--- src/rtl/arr_mul_pkg.sv ---
package arr_mul_pkg;

  // Baugh-Wooley style inversion of a partial-product bit in signed mode:
  // flip the bit exactly when one of its two factors is a sign bit.
  function automatic logic bw_flip(input int row, input int col, input int w);
    return ((row == w - 1) != (col == w - 1));
  endfunction

endpackage

--- src/rtl/arr_mul_fa.sv ---
module arr_mul_fa (
  input  logic x,
  input  logic y,
  input  logic ci,
  output logic s,
  output logic co
);

  logic hx;

  assign hx = x ^ y;
  assign s  = hx ^ ci;
  assign co = (x & y) | (hx & ci);

endmodule

--- src/rtl/arr_mul_pp_row.sv ---
module arr_mul_pp_row #(
  parameter int W   = 8,
  parameter int ROW = 0
) (
  input  logic [W-1:0] a,
  input  logic         b_bit,
  input  logic         sgn,
  output logic [W-1:0] pp
);

  import arr_mul_pkg::*;

  for (genvar j = 0; j < W; j++) begin : g_col
    localparam bit FLIP = bw_flip(ROW, j, W);
    if (FLIP) begin : g_inv
      assign pp[j] = (a[j] & b_bit) ^ sgn;
    end else begin : g_plain
      assign pp[j] = a[j] & b_bit;
    end
  end

endmodule

--- src/rtl/arr_mul_row.sv ---
module arr_mul_row #(
  parameter int W = 8
) (
  input  logic [W-1:0] x,
  input  logic [W-1:0] y,
  input  logic         cin,
  output logic [W-1:0] sum,
  output logic         cout
);

  logic [W:0] c;

  assign c[0] = cin;

  for (genvar k = 0; k < W; k++) begin : g_bit
    arr_mul_fa u_fa (
      .x (x[k]),
      .y (y[k]),
      .ci(c[k]),
      .s (sum[k]),
      .co(c[k+1])
    );
  end

  assign cout = c[W];

endmodule

--- src/rtl/arr_mul.sv ---
module arr_mul #(
  parameter int W = 8
) (
  input  logic [W-1:0]   op_a,
  input  logic [W-1:0]   op_b,
  input  logic           is_signed,
  output logic [2*W-1:0] prod
);

  localparam int PW = 2 * W;

  logic [W-1:0] pp     [W];
  logic [W:0]   acc    [W];
  logic [W-1:0] row_s  [W];
  logic         row_co [W];

  // partial-product generation, one row per multiplicand bit
  for (genvar i = 0; i < W; i++) begin : g_pp
    arr_mul_pp_row #(.W(W), .ROW(i)) u_pp (
      .a    (op_a),
      .b_bit(op_b[i]),
      .sgn  (is_signed),
      .pp   (pp[i])
    );
  end

  // first running sum: row 0 plus the signed-mode constant at weight 2^W
  assign acc[0]    = {is_signed, pp[0]};
  assign row_s[0]  = '0;
  assign row_co[0] = 1'b0;

  // ripple-carry accumulation rows
  for (genvar i = 1; i < W; i++) begin : g_row
    arr_mul_row #(.W(W)) u_row (
      .x   (acc[i-1][W:1]),
      .y   (pp[i]),
      .cin (1'b0),
      .sum (row_s[i]),
      .cout(row_co[i])
    );
    assign acc[i] = {row_co[i], row_s[i]};
  end

  // low product bits leave the array one per row
  for (genvar i = 0; i < W - 1; i++) begin : g_low
    assign prod[i] = acc[i][0];
  end

  // top bits come from the last row; weight 2^(2W-1) constant flips the MSB
  assign prod[PW-2:W-1] = acc[W-1][W-1:0];
  assign prod[PW-1]     = acc[W-1][W] ^ is_signed;

endmodule

--- config.mk ---
export PLATFORM = sky130hd
export DESIGN_NAME = arr_mul
export DESIGN_NICKNAME = d
export VERILOG_FILES = /design/src/rtl/arr_mul_pkg.sv /design/src/rtl/arr_mul_fa.sv /design/src/rtl/arr_mul_pp_row.sv /design/src/rtl/arr_mul_row.sv /design/src/rtl/arr_mul.sv
export SDC_FILE = /design/constraint.sdc
export NUM_CORES = 1
export LEC_CHECK = 0
export ABC_AREA = 1
export CAP_MARGIN = 25
export CORE_UTILIZATION = 30
export DETAILED_ROUTE_END_ITERATION = 10
export PLACE_DENSITY = 0.59
export RECOVER_POWER = 50
export SLEW_MARGIN = 20
export SYNTH_ARGS = -nofsm -noshare
export SYNTH_HDL_FRONTEND = slang
export SYNTH_SLANG_ARGS = --single-unit
--- constraint.sdc ---
create_clock -name vclk -period 31.8
set_input_delay 6.36 -clock vclk [all_inputs]
set_output_delay 6.36 -clock vclk [all_outputs]
set_load 0.1 [all_outputs]
==> summary.md <==
| Metric | Value |
|---|---|
| Unrepaired setup endpoints after global routing | false |
| Pre-antenna DRT Iters | 8 |
| Flip-flop and latch count | 0 |
| Port Buffer Count | 33 |
| Initial Utilization | 31.29% |
| Initial antenna violation count | 0 |
| Most frequent cells in the layout | nand2_1, inv_1, fa_1 |
| FMAX | 0.04250 GHz |
| GRT Util Overall | 10.61% |
| Critical Path Fanout Max | 9 |
| Class of the worst hold path | in2out |
| DRC violations left | 6 |
| Post-DP HPWL | 3.001 mm |
| Clock buf count | 0 |
| Status | finished, violations left |
| Min Tclk post-route | 23.53 ns |
| Critical path arrival | 17.17 ns |
| Largest net degree at the start of global routing | 16 |
| Period utilisation layout | 73.99% |
| I/O pins | 33 |
| Routed via count | 1476 |
| CP startpoint kind | input pin |
| Crit path largest cell delay | 1.12 ns |
| Post-Syn Area per Cell | 7.100 um^2 |
| Area of the multi-input gates | 1480 um^2 |
| Share of cells above drive strength 1 | 0.3521% |
| Die Width | 83.84 um |
| Violated checks | DRC |
| Routed Antenna Nets | 0 |
| Slew headroom | 34.71% |
| Die Y | 83.84 um |
| Layout Utilization | 34.78% |
| Yosys warnings | 0 |
| Data required time of the worst path | 25.44 ns |
| FILL cells | 683 |
| CP max-delay cell | clkdlybuf4s50_1 |
| Endpoints failing setup | 0 |
| Endpoints failing hold | 0 |
| CORE AREA | 6422 um^2 |
| Die ar. | 7029 um^2 |
| Cells after synthesis | 283 |
| P&R area growth vs syn | 11.15% |
| Post-cts hold buffer count | 0 |
| Setup crit end kind | primary output |
| Number of global-route vias before repair | 1543 |
| Commonest non-fill, non-tap cell in the layout | nand2_1 |
| Final Wtd Congestion | 0.7394 |
| Setup crit end | prod[14] |
| Max-slew violations | 0 |
| NumNets Final | 358 |
| Post-synthesis sequential area ratio | 0% |
| Setup Crit Path Kind | in2out |
| DRT iter0 DRCs | 38 |
| Ant. Diodes | 0 |
| Via density | 4.089 |
| Total gr overflow | 0 |
| TNS Setup | 0 ns |
| Synth cell types | 11 |
| FP Rows | 29 |
| Worst-Margin Slew | 0.9761 ns |
| Crit path from | op_b[0] |
| Post-CTS resize count | 0 |
| Most common cell on crit path | fa_1 |
| WL final | 3.188 mm |
| Post-Synthesis Net Count | 355 |
| Post-CTS setup buffer count | 0 |
| First-pass GRT wire length | 6.403 mm |
| Mapped Area | 2009 um^2 |
| Reg area | 0 um^2 |
| Max cap viols | 0 |
| Avg WL per Cell | 8.831 um |
-- critical path: cells and delay by family --
family	cells	cell delay, ns
adder cells (fa/ha/maj)	20	8.35
buffers and inverters	11	2.37
AND/OR/NAND/NOR	1	0.09
-- worst min path at each step --
stage	slack [ns]	end	start	depth (start not counted)
2_1_floorplan	13.25	prod[7]	op_b[7]	6
3_3_place_gp	14.39	prod[0]	op_a[0]	4
3_5_place_dp	14.40	prod[0]	op_a[0]	4
4_1_cts	14.41	prod[0]	op_a[0]	4
5_1_grt	14.43	prod[0]	op_a[0]	4
6_report	14.36	prod[0]	op_a[0]	4
-- per-stage QoR --
step | hold WS, ns | setup WS, ns | cell area, um^2 | instances
3_5_place_dp | 14.40 | 8.178 | 2233 | 361
6_report | 14.36 | 8.271 | 2233 | 361
2_1_floorplan | 13.25 | 8.801 | 2009 | 283
5_1_grt | 14.43 | 7.766 | 2233 | 361
4_1_cts | 14.41 | 8.171 | 2233 | 361
3_3_place_gp | 14.39 | 8.265 | 2233 | 361
-- routing by layer --
layer	GRT usage [%]	vias to the layer above	routed length [um]
met5	0	-	0
met4	0	0	0
met3	0.5935	0	87
met2	21.09	17	1719
met1	13.27	706	1381
li1	-	753	-
-- kinds of logic after synthesis --
logic type / Yosys count / share of synthesized area, %
buffers and inverters: 119 / 26.34
XOR/XNOR: 1 / 0.4359
AND/OR/NAND/NOR: 108 / 21.05
adder cells (fa/ha/maj): 55 / 52.18
-- layout make-up --
class                           count  share of cell area, %
Timing Repair Buffer               33                  14.79
Tap cell                           77                  4.314
Inverter                           87                  14.62
Multi-Input combinational cell    164                  66.27
-- Yosys cell counts --
cell type,instances,area share (%)
buf_2,9,2.2
buf_4,17,6.4
buf_6,1,0.56
clkbuf_1,5,0.93
fa_1,48,48
ha_1,7,4.4
inv_1,86,16
inv_2,1,0.19
nand2_1,94,18
nand3_1,14,3.5
xnor2_1,1,0.44
Power is left out: the tool's default activity adds up to more than one toggle a clock period on the data nets, which glitch-free logic cannot reach.
